### src/rtl/sfe_pkg.sv
package sfe_pkg;
    typedef enum logic [1:0] {
        ST_IDLE  = 2'd0,
        ST_WRITE = 2'd1,
        ST_READ  = 2'd2,
        ST_WAIT  = 2'd3
    } fe_state_e;

    localparam int STB_CS  = 0;
    localparam int STB_WE  = 1;
    localparam int STB_OE  = 2;
    localparam int NUM_STB = 3;
endpackage

### src/rtl/sfe_sync.sv
module sfe_sync #(
    parameter int   W       = 1,
    parameter logic RST_VAL = 1'b0
) (
    input  logic         clk,
    input  logic         rst_n,
    input  logic [W-1:0] d,
    output logic [W-1:0] q
);
    logic [W-1:0] stage1;

    always_ff @(posedge clk or negedge rst_n) begin
        if (!rst_n) begin
            stage1 <= {W{RST_VAL}};
            q      <= {W{RST_VAL}};
        end else begin
            stage1 <= d;
            q      <= stage1;
        end
    end
endmodule

### src/rtl/sfe_filter.sv
module sfe_filter #(
    parameter int MIN_CYC = 3
) (
    input  logic clk,
    input  logic rst_n,
    input  logic in_act,
    output logic out_act
);
    localparam int CW = $clog2(MIN_CYC + 1);
    localparam logic [CW-1:0] LIM = CW'(MIN_CYC);

    logic [CW-1:0] run_cnt;

    always_ff @(posedge clk or negedge rst_n) begin
        if (!rst_n)              run_cnt <= '0;
        else if (!in_act)        run_cnt <= '0;
        else if (run_cnt != LIM) run_cnt <= run_cnt + 1'b1;
    end

    assign out_act = (run_cnt == LIM);

    AST_FILT_DROP: assert property (@(posedge clk) disable iff (!rst_n)
        !in_act |=> !out_act);
endmodule

### src/rtl/sfe_pwr_gate.sv
module sfe_pwr_gate #(
    parameter int DLY = 500000
) (
    input  logic clk,
    input  logic rst_n,
    input  logic supply_good,
    output logic wr_allow
);
    localparam int CW = $clog2(DLY + 1);
    localparam logic [CW-1:0] LIM = CW'(DLY);

    logic          sup_s;
    logic [CW-1:0] up_cnt;

    sfe_sync #(.W(1), .RST_VAL(1'b0)) u_sup_sync (
        .clk   (clk),
        .rst_n (rst_n),
        .d     (supply_good),
        .q     (sup_s)
    );

    always_ff @(posedge clk or negedge rst_n) begin
        if (!rst_n)             up_cnt <= '0;
        else if (!sup_s)        up_cnt <= '0;
        else if (up_cnt != LIM) up_cnt <= up_cnt + 1'b1;
    end

    assign wr_allow = (up_cnt == LIM);

    AST_PWR_DROP: assert property (@(posedge clk) disable iff (!rst_n)
        !sup_s |=> !wr_allow);
endmodule

### src/rtl/bus_strobe_front.sv
module bus_strobe_front
    import sfe_pkg::*;
#(
    parameter int ADDR_W     = 17,
    parameter int DATA_W     = 32,
    parameter int GLITCH_CYC = 3,
    parameter int PWR_DLY    = 500000
) (
    input  logic              clk,
    input  logic              rst_n,
    input  logic              cs_n,
    input  logic              we_n,
    input  logic              oe_n,
    input  logic              supply_good,
    input  logic [ADDR_W-1:0] addr_in,
    input  logic [DATA_W-1:0] data_in,
    output logic              wr_req,
    output logic [ADDR_W-1:0] wr_addr,
    output logic [DATA_W-1:0] wr_data,
    output logic              rd_req,
    output logic [ADDR_W-1:0] rd_addr,
    output logic              dout_en
);
    logic [NUM_STB-1:0] raw_n;
    logic [NUM_STB-1:0] sync_n;
    logic [NUM_STB-1:0] act;
    logic               pwr_ok;

    assign raw_n[STB_CS] = cs_n;
    assign raw_n[STB_WE] = we_n;
    assign raw_n[STB_OE] = oe_n;

    sfe_sync #(.W(NUM_STB), .RST_VAL(1'b1)) u_stb_sync (
        .clk   (clk),
        .rst_n (rst_n),
        .d     (raw_n),
        .q     (sync_n)
    );

    generate
        for (genvar i = 0; i < NUM_STB; i++) begin : g_filt
            sfe_filter #(.MIN_CYC(GLITCH_CYC)) u_filt (
                .clk     (clk),
                .rst_n   (rst_n),
                .in_act  (~sync_n[i]),
                .out_act (act[i])
            );
        end
    endgenerate

    sfe_pwr_gate #(.DLY(PWR_DLY)) u_pwr (
        .clk         (clk),
        .rst_n       (rst_n),
        .supply_good (supply_good),
        .wr_allow    (pwr_ok)
    );

    logic cs_a, we_a, oe_a;
    logic both_wr, wr_block, rd_cond;

    assign cs_a     = act[STB_CS];
    assign we_a     = act[STB_WE];
    assign oe_a     = act[STB_OE];
    assign both_wr  = cs_a & we_a;
    assign wr_block = oe_a | ~pwr_ok;
    assign rd_cond  = cs_a & oe_a & ~we_a;

    fe_state_e        state, nxt;
    logic [ADDR_W-1:0] cap_addr;

    always_comb begin
        nxt = state;
        unique case (state)
            ST_IDLE: begin
                if (both_wr)      nxt = wr_block ? ST_WAIT : ST_WRITE;
                else if (rd_cond) nxt = ST_READ;
            end
            ST_WRITE: begin
                if (wr_block)     nxt = ST_WAIT;
                else if (!both_wr) nxt = ST_IDLE;
            end
            ST_READ: begin
                if (!rd_cond)     nxt = ST_IDLE;
            end
            ST_WAIT: begin
                if (!both_wr)     nxt = ST_IDLE;
            end
            default: nxt = ST_IDLE;
        endcase
    end

    always_ff @(posedge clk or negedge rst_n) begin
        if (!rst_n) state <= ST_IDLE;
        else        state <= nxt;
    end

    always_ff @(posedge clk or negedge rst_n) begin
        if (!rst_n) begin
            wr_req   <= 1'b0;
            rd_req   <= 1'b0;
            cap_addr <= '0;
            wr_addr  <= '0;
            wr_data  <= '0;
            rd_addr  <= '0;
        end else begin
            wr_req <= 1'b0;
            rd_req <= 1'b0;
            if (state == ST_IDLE && nxt == ST_WRITE) begin
                cap_addr <= addr_in;
            end
            if (state == ST_WRITE && nxt == ST_IDLE) begin
                wr_req  <= 1'b1;
                wr_addr <= cap_addr;
                wr_data <= data_in;
            end
            if (state == ST_IDLE && nxt == ST_READ) begin
                rd_req  <= 1'b1;
                rd_addr <= addr_in;
            end
        end
    end

    assign dout_en = (state == ST_READ);

    AST_WR_SINGLE: assert property (@(posedge clk) disable iff (!rst_n)
        wr_req |=> !wr_req);
    AST_WR_OE_INHIBIT: assert property (@(posedge clk) disable iff (!rst_n)
        oe_a |=> !wr_req);
    AST_WR_LOCKOUT: assert property (@(posedge clk) disable iff (!rst_n)
        !pwr_ok |=> !wr_req);
    AST_RD_DRIVES: assert property (@(posedge clk) disable iff (!rst_n)
        rd_req |-> dout_en);
    AST_NO_CONTENTION: assert property (@(posedge clk) disable iff (!rst_n)
        !(wr_req && dout_en));
endmodule

### config.mk
export PLATFORM = sky130hd
export DESIGN_NAME = bus_strobe_front
export DESIGN_NICKNAME = d
export VERILOG_FILES = /design/src/rtl/sfe_pkg.sv /design/src/rtl/sfe_sync.sv /design/src/rtl/sfe_filter.sv /design/src/rtl/sfe_pwr_gate.sv /design/src/rtl/bus_strobe_front.sv
export SDC_FILE = /design/constraint.sdc
export NUM_CORES = 1
export LEC_CHECK = 0
export BUFFER_PORTS_ARGS = -buffer_cell sky130_fd_sc_hd__buf_2
export CORE_UTILIZATION = 40
export CTS_CLUSTER_DIAMETER = 100
export DETAILED_ROUTE_END_ITERATION = 8
export PLACE_DENSITY = 0.65
export SETUP_SLACK_MARGIN = 0.3
export SYNTH_ARGS = -nofsm -noshare
export SYNTH_HDL_FRONTEND = slang
export SYNTH_SLANG_ARGS = --single-unit
### constraint.sdc
create_clock -name clk -period 4.7 [get_ports clk]
set_clock_uncertainty 0.2 [all_clocks]
set_input_delay 0.94 -clock clk [delete_from_list [all_inputs] [get_ports clk]]
set_output_delay 0.94 -clock clk [all_outputs]
set_load 0.1 [all_outputs]
==> impl_metrics.tcl, run 1 <==
set metrics [dict create \
    grt_max_degree 45 \
    clock_sinks 120 \
    pin_count 124 \
    diodes 0 \
    internal_power_mw 2.06 \
    coreArea_um2 11700 \
    avgViaCountPerCell 5.00 \
    drt_iter0_markers 109 \
    tightest_slew_ns 0.541 \
    clock.fmax_mhz 331 \
    power_frac_seq_pct 38.0 \
    maxCapViolations 0 \
    ys_types 42 \
    crit_chain "nor4b_4, nand4_4, or4_2, buf_4, mux2_4" \
    min_path_type "reg -> reg" \
    crit_required_ns 4.79 \
    clockPowerShare_pct 41.2 \
    dp.cells 598 \
    r2r_cells 5 \
    cts.repair.resized 0 \
    ant_nets 0 \
    endpoint_kind "register" \
    multi_input_area_um2 1780 \
    slew_headroom_pct 63.8 \
    max_stage_delay_ns 0.96 \
    critical_path_arrival_ns 3.10 \
    finalHoldViolations 0 \
    gp_congestion 0.876 \
    port_buffers 123 \
    die_area_um2 12600 \
    cp.buffers_inverters 1 \
    fp.dieW_um 112 \
    path_clk_slew_ns 0.05 \
    drt_first_pass_iters 4 \
    track_usage_pct 17.1 \
    synth.net_count 400 \
    postSynthCellCount 340 \
    antenna_found_initial 0 \
    min_delay_path_depth 0 \
    p_total_mw 3.05 \
    start_util_pct 41.8 \
    cts_root_buf "clkbuf_16" \
    period_needed_ns 3.02 \
    cp-start-kind "register" \
    nFillCells 986 \
    async_flop_share_pct 100 \
    grt_pass1_vias 3452 \
    yosysWarnings 0 \
    setup_viol 0 \
    num_rows 39 \
    sw_frac_of_total_pct 32.5 \
    cp_max_fo 33 \
    switching_power_mw 0.990 \
    fin_cells 629 \
    hold_buffers 0 \
    period_share_pct 64.2 \
    slew_viol_final 0 \
    routed_wl_mm 9.54 \
    synth-seq-area-share_pct 61.8 \
    fin_nets 534 \
    cts_buffers 17 \
    drive_above_1_share_pct 51.0 \
    p_per_area_nw_per_um2 491 \
    register_area_um2 3010 \
    cts_setup_buffers 0 \
    grt_overflow 0 \
    path_depth 5 \
    rsz0062_at_grt "false" \
    clk_path_buf_depth 2 \
    vdd_drop_max_mv 0.380 \
    worst_skew_pair.late_latency_ns 0.41 \
    timing.setup.tns_ns 0 \
    comb_power_share_pct 20.8 \
    die_y_um 112 \
    cp_top_family "simple AND/OR/NAND/NOR gates" \
    cp_slowest_cell "or4_2" \
    num_vias 3145 \
    ys_seq_elements 120 \
    synth_edf_count 0 \
    grt_pass1_wl_mm 16.6 \
    syn_area_um2 4870 \
    cts.htree.levels 4 \
    syn_avg_cell_area_um2 14.3 \
    hpwl_mm 6.79 \
    ys.flop_type "dfrtp_1" \
    areaGrowthSynthToFinish_pct 27.6 \
    route.detailed.drc 0 \
    path_class "reg -> reg" \
    cts_tree "done" \
    wire_per_inst_um 15.2 \
    status "complete, no violations" \
    p_leak_nw 3.12 \
]
[cell type report]
cell class	count	area share [%]
flip-flops and latches	120	48.4
clock buffers	22	7.15
well taps	143	2.88
inverters	6	0.362
repair buffers	128	10.5
multi-input cells	201	28.6
clock inverters	9	2.03
[sequential cells by signal, summed over array words and instances, names as in the netlist, 2 cells and up]
| signal | flops |
|---|---|
| g_filt.u_filt.run_cnt | 6 |
| u_pwr.up_cnt | 19 |
| u_stb_sync.q | 3 |
| rd_addr | 17 |
| cap_addr | 17 |
| state | 2 |
| wr_data | 32 |
| wr_addr | 17 |
| u_stb_sync.stage1 | 3 |
[through the flow]
| step | utilization (%) | area (µm²) | setup slack (ns) | hold WS, ns |
|---|---|---|---|---|
| after floorplan | - | 4870 | 1.77 | 0.131 |
| after global placement | 48.4 | 5640 | 1.72 | 0.137 |
| after detailed placement | 48.4 | 5640 | 1.67 | 0.137 |
| after CTS | 53.3 | 6210 | 1.65 | 0.149 |
| after global routing | 53.3 | 6210 | 1.55 | 0.157 |
| final | 53.3 | 6210 | 1.68 | 0.147 |
[cells in the mapped netlist (5+ instances only)]
cell type | number | area, µm²
nand3_1 | 9 | 45.0
mux2_4 | 10 | 150
inv_1 | 5 | 18.8
nor3_1 | 5 | 25.0
mux2_2 | 72 | 811
a21oi_1 | 6 | 30.0
clkbuf_1 | 6 | 22.5
nand2_1 | 9 | 33.8
nand4_1 | 6 | 37.5
ha_1 | 5 | 62.6
nor2_1 | 21 | 78.8
dfstp_2 | 6 | 158
xor2_1 | 9 | 78.8
dfrtp_1 | 114 | 2850
xnor2_1 | 5 | 43.8
[routing by layer]
layer,global-route usage (%),wire [µm]
met3,7.24,613
met1,20.8,4210
met4,6.49,74
met2,27.2,4650
met5,0,0
[path summary, 6_finish.rpt]
| kind | end | slack (ns) | startpoint |
|---|---|---|---|
| setup reg to reg | wr_addr[14] | 1.68 | u_pwr.up_cnt[11] |
| max in group asynchronous | u_stb_sync.stage1[1] | 3.07 | rst_n |
| setup / recovery | wr_addr[14] | 1.68 | u_pwr.up_cnt[11] |
| hold / removal | u_pwr.u_sup_sync.q | 0.15 | u_pwr.u_sup_sync.stage1 |
| hold reg to reg | u_pwr.u_sup_sync.q | 0.15 | u_pwr.u_sup_sync.stage1 |
| min in group asynchronous | rd_addr[5] | 0.29 | rst_n |
[cell families after synthesis]
family / share of synthesized area, %
flops: 61.8
simple gates: 9.40
fa+ha+maj: 1.28
mux: 20.8
compound gates: 2.29
buf+inv: 1.95
xor+xnor: 2.52
[placed cells by master, fill, tap and decap left out, types with 2 or more instances in the layout]
master,instances
buf_2,122
dfrtp_1,114
mux2_2,72
nor2_1,21
clkbuf_16,17
mux2_4,10
nand2_1,9
nand3_1,9
xor2_1,9
nand4_1,6
a21oi_1,6
buf_4,6
dfstp_2,6
inv_1,5
nor3_1,5
xnor2_1,5
ha_1,5
clkbuf_1,5
nor2b_1,4
and3_1,4
o21ai_0,4
o31ai_1,4
mux2i_1,4
clkinv_2,4
nor4_1,3
or4_1,3
bufinv_16,3
nor4b_4,2
or3_1,2
[power groups by stage]
stage	Sequential (mW)	Combinational (mW)	Clock [mW]
floorplan	1.57	0.109	0
global placement	1.17	0.632	0
detailed placement	1.18	0.639	0
CTS	1.16	0.641	1.29
global route	1.17	0.664	1.34
finish	1.16	0.636	1.25
Note: power is estimated with default switching activity, not from simulation.
==> inputs of run 2 (changes only) <==
clock period = 3.05 ns   (was 4.7 ns; I/O delays follow)
==> run 2 against run 1 <==
Worst hold slack worse by 0.040 ns. Core utilization up 0.70 points. Clock power up 62%.
==> impl_metrics.tcl, run 2 (synthesized netlist as in run 1, its figures left out) <==
set metrics [dict create \
    crit_required_ns 3.14 \
    nFillCells 983 \
    pin_count 124 \
    worstReg2RegStart "u_pwr.up_cnt[11]" \
    clk_path_buf_depth 2 \
    diodes 0 \
    maxCapViolations 0 \
    timing.setup.tns_ns 0 \
    cts_buffers 17 \
    busiest_layer "met2" \
    final_util_pct 54.0 \
    slew_viol_final 0 \
    hp-start "cs_n" \
    tightest_slew_ns 0.519 \
    path_class "reg -> reg" \
    wire_per_inst_um 14.9 \
    drt_first_pass_iters 4 \
    endpoint_kind "register" \
    drt_iter0_markers 138 \
    p_total_mw 4.80 \
    num_rows 39 \
    cts_root_buf "clkbuf_16" \
    startpoint "u_pwr.up_cnt[11]" \
    port_buffers 123 \
    setup_viol 0 \
    cp_max_fo 25 \
    coreArea_um2 11700 \
    use_met3_pct 7.83 \
    gp_congestion 0.830 \
    final_cell_mix "buf_2, dfrtp_1, mux2_2" \
    grt_pass1_vias 3379 \
    clock_sinks 120 \
    cp_slowest_cell "or4_2" \
    min_delay_path_depth 1 \
    path_clk_slew_ns 0.05 \
    grt_max_degree 45 \
    top_regs "wr_data: 32 flops, u_pwr.up_cnt: 19 flops" \
    r2r-end "wr_addr[15]" \
    worst_skew_pair.late_latency_ns 0.40 \
    clock.fmax_mhz 382 \
    die_y_um 112 \
    slew_headroom_pct 65.4 \
    min_path_type "in -> reg" \
    period_needed_ns 2.62 \
    cp-start-kind "register" \
    grt_pass1_wl_mm 16.4 \
    track_usage_pct 16.7 \
    fin_nets 537 \
    vdd_drop_max_mv 0.707 \
    grt_overflow 0 \
    cp_top_family "simple AND/OR/NAND/NOR gates" \
    critical_path_arrival_ns 2.71 \
    reg2reg_setup_slack_ns 0.43 \
    num_vias 3155 \
    drive_above_1_share_pct 51.2 \
    largest_reg_flops 32 \
    die_area_um2 12600 \
    p_leak_nw 3.16 \
    mostFrequentLayoutCell "buf_2" \
    route.detailed.drc 0 \
    cp.buffers_inverters 1 \
    cts.htree.levels 4 \
    start_util_pct 41.8 \
    status "complete, no violations" \
    rsz0062_at_grt "false" \
    whs_ns 0.107 \
    grtUsageMet1_pct 20.3 \
    path_depth 5 \
    finalHoldViolations 0 \
    grt_use_met2_pct 26.6 \
    avgViaCountPerCell 5.00 \
    cts_tree "done" \
    p_per_area_nw_per_um2 762 \
    r2r_cells 5 \
    top_register "wr_data" \
    fp.dieW_um 112 \
    antenna_found_initial 0 \
    hpwl_mm 6.78 \
    max_stage_delay_ns 0.70 \
    period_share_pct 85.9 \
    fin_cells 631 \
    crit_path_end "wr_addr[15]" \
    dp.cells 600 \
    routed_wl_mm 9.43 \
    ant_nets 0 \
    areaGrowthSynthToFinish_pct 29.2 \
    crit_chain "nor4b_4, nand4_4, or4_2, buf_4, mux2_4" \
]
run 2: cell count changes in the layout (fill, tap and decap cells not counted), sizes merged:
cell         previous run  this run
bufinv                  3         4
clkinvlp                1         0
buf                   128       130
clkinv                  6         5
dlygate4sd3             0         1
run 2: metal layers:
metal / share of wire [%] / wire (µm)
met3: 6.6 / 618
met4: 0.52 / 49
met1: 44 / 4140
met2: 49 / 4620
met5: 0 / 0
run 2: final cells by class:
type	count	area [µm²]	share of cell area [%]
sequential	120	3010	47.8
multi-input combinational	201	1780	28.2
timing repair buffer	131	706	11.2
clock buffer	22	454	7.21
tap	143	179	2.84
clock inverter	8	148	2.34
inverter	6	22.5	0.358
run 2: how the worst min path moves through the flow:
stage,to,slack (ns)
floorplan,cap_addr[0],0.11
global placement,u_pwr.u_sup_sync.q,0.14
detailed placement,u_pwr.u_sup_sync.q,0.14
CTS,u_stb_sync.stage1[2],0.09
global route,u_stb_sync.stage1[0],0.08
finish,u_stb_sync.stage1[0],0.11
run 2: where the power goes:
| part | switching, mW | internal, mW | total (mW) | leakage, nW |
|---|---|---|---|---|
| Sequential | 0.0726 | 1.71 | 1.79 | 1.56 |
| Clock | 0.648 | 1.38 | 2.03 | 0.294 |
| Combinational | 0.794 | 0.190 | 0.985 | 1.30 |
run 2: through the flow:
step / worst slack, ns / instance area [µm²]
final: 0.429 / 6300
after global placement: 0.480 / 5680
after global routing: 0.330 / 6300
after floorplan: 0.449 / 4870
after detailed placement: 0.425 / 5680
after CTS: 0.414 / 6300
run 2: what timing repair did:
item,in CTS,in global routing
hold endpoints to repair,36,0
buffers inserted,0,0
hold buffers,1,0
resized for setup,0,0
==> inputs of run 3 (changes only) <==
clock period = 3.3 ns   (was 3.05 ns; I/O delays follow)
==> run 3 against run 2 <==
Critical path depth unchanged. Highest routed layer unchanged. Total power down 5.3%. Largest power group unchanged. Clock power decreased by 2%. Critical endpoint is now wr_addr[6]. Largest cell class unchanged. Worst hold slack got worse by 0.053 ns.
==> impl_metrics.tcl, run 3 (synthesized netlist as in run 1, its figures left out) <==
set metrics [dict create \
    status "complete, no violations" \
    areaGrowthSynthToFinish_pct 29.6 \
    slew_headroom_pct 61.6 \
    setup_viol 0 \
    p_total_mw 4.54 \
    wire_per_inst_um 15.0 \
    gp_congestion 0.831 \
    grt_pass1_vias 3315 \
    cp_slowest_cell "or4_2" \
    cts_buffers 17 \
    slew_viol_final 0 \
    drt_first_pass_iters 4 \
    path_clk_slew_ns 0.06 \
    max_stage_delay_ns 0.71 \
    drt_iter0_markers 112 \
    worstReg2RegStart "u_pwr.up_cnt[11]" \
    pin_count 124 \
    top_register "wr_data" \
    avgViaCountPerCell 5.00 \
    dp.cells 599 \
    die_y_um 112 \
    hold_buffers 0 \
    p_per_area_nw_per_um2 720 \
    final_cell_mix "buf_2, dfrtp_1, mux2_2" \
    rsz0062_at_grt "false" \
    hpwl_mm 6.52 \
    start_util_pct 41.8 \
    diodes 0 \
    clock.fmax_mhz 379 \
    num_rows 39 \
    cp_top_family "simple AND/OR/NAND/NOR gates" \
    cp-start-kind "register" \
    grt_overflow 0 \
    p_leak_nw 3.16 \
    ant_nets 0 \
    period_needed_ns 2.64 \
    cp.buffers_inverters 1 \
    cts_root_buf "clkbuf_16" \
    min_path_type "in -> async" \
    antenna_found_initial 0 \
    fp.dieW_um 112 \
    track_usage_pct 16.6 \
    cp_max_fo 24 \
    finalHoldViolations 0 \
    maxCapViolations 0 \
    drive_above_1_share_pct 52.0 \
    routed_wl_mm 9.47 \
    startpoint "u_pwr.up_cnt[11]" \
    top_regs "wr_data: 32 flops, u_pwr.up_cnt: 19 flops" \
    clk_path_buf_depth 2 \
    port_buffers 123 \
    fin_cells 631 \
    cts_setup_buffers 0 \
    tightest_slew_ns 0.577 \
    cts.repair.resized 0 \
    route.detailed.drc 0 \
    mostFrequentLayoutCell "buf_2" \
    path_class "reg -> reg" \
    worst_skew_pair.late_latency_ns 0.40 \
    nFillCells 991 \
    cts_tree "done" \
    critical_path_arrival_ns 2.72 \
    vdd_drop_max_mv 0.688 \
    period_share_pct 79.9 \
    cts.htree.levels 4 \
    endpoint_kind "register" \
    clock_sinks 120 \
    fin_nets 535 \
    setup_slack_ns 0.664 \
    largest_reg_flops 32 \
    num_vias 3153 \
    grt_pass1_wl_mm 16.2 \
    die_area_um2 12600 \
    multi_input_area_um2 1780 \
    coreArea_um2 11700 \
    crit_chain "nor4b_4, nand4_4, or4_2, buf_4, mux2_4" \
    timing.setup.tns_ns 0 \
    crit_required_ns 3.39 \
    register_area_um2 3010 \
    pre_cts_slack_ns 0.676 \
    grt_max_degree 79 \
]
run 3: cell types whose count changed in the layout (fill, tap and decap cells not counted):
cell           delta
clkbuf_8          +3
clkinv_2          -1
inv_6             +1
clkinv_4          -1
clkbuf_1          -3
clkinvlp_4        +3
buf_12            -1
dlygate4sd3_1     -1
run 3: cell type report:
class | instances | share of cell area, %
clock buffers | 22 | 7.67
multi-input cells | 201 | 28.1
repair buffers | 129 | 10.7
well taps | 143 | 2.83
inverters | 6 | 0.357
flip-flops and latches | 120 | 47.7
clock inverters | 10 | 2.62
run 3: stage by stage:
stage,util (%),area (µm²),hold slack (ns)
finish,54.1,6310,0.0533
global route,54.1,6310,0.0856
CTS,54.1,6310,0.0641
detailed placement,48.6,5660,0.143
global placement,48.6,5660,0.139
floorplan,-,4870,0.131
run 3: report_power, final:
group | internal [mW] | switching [mW]
sequential | 1.58 | 0.0649
combinational | 0.173 | 0.734
clock | 1.35 | 0.641
run 3: metal layers:
metal	GRT usage, %	part of all wire, %	vias up	routed length, µm
met4	6.22	0.83	0	79
met3	6.80	6.1	7	581
met1	20.8	45	1584	4290
li1	-	-	1479	-
met5	0	0	-	0
met2	25.7	48	83	4510
run 3: worst paths after layout:
check	to	slack, ns	cells past startpoint
worst max register to register	wr_addr[6]	0.66	5
worst min-delay path	g_filt[0].u_filt.run_cnt[1]	0.05	1
min in group clk	u_stb_sync.q[1]	0.15	0
worst max-delay path	wr_addr[6]	0.66	5
worst min register to register	u_stb_sync.q[1]	0.15	0
max in group asynchronous	u_stb_sync.stage1[1]	2.02	2
run 3: worst register-to-register path: stages (launching register included):
cell and delay [ns]:
dfrtp_1 0.46, nor4b_4 0.33, nand4_4 0.20, or4_2 0.71, buf_4 0.27, mux2_4 0.36
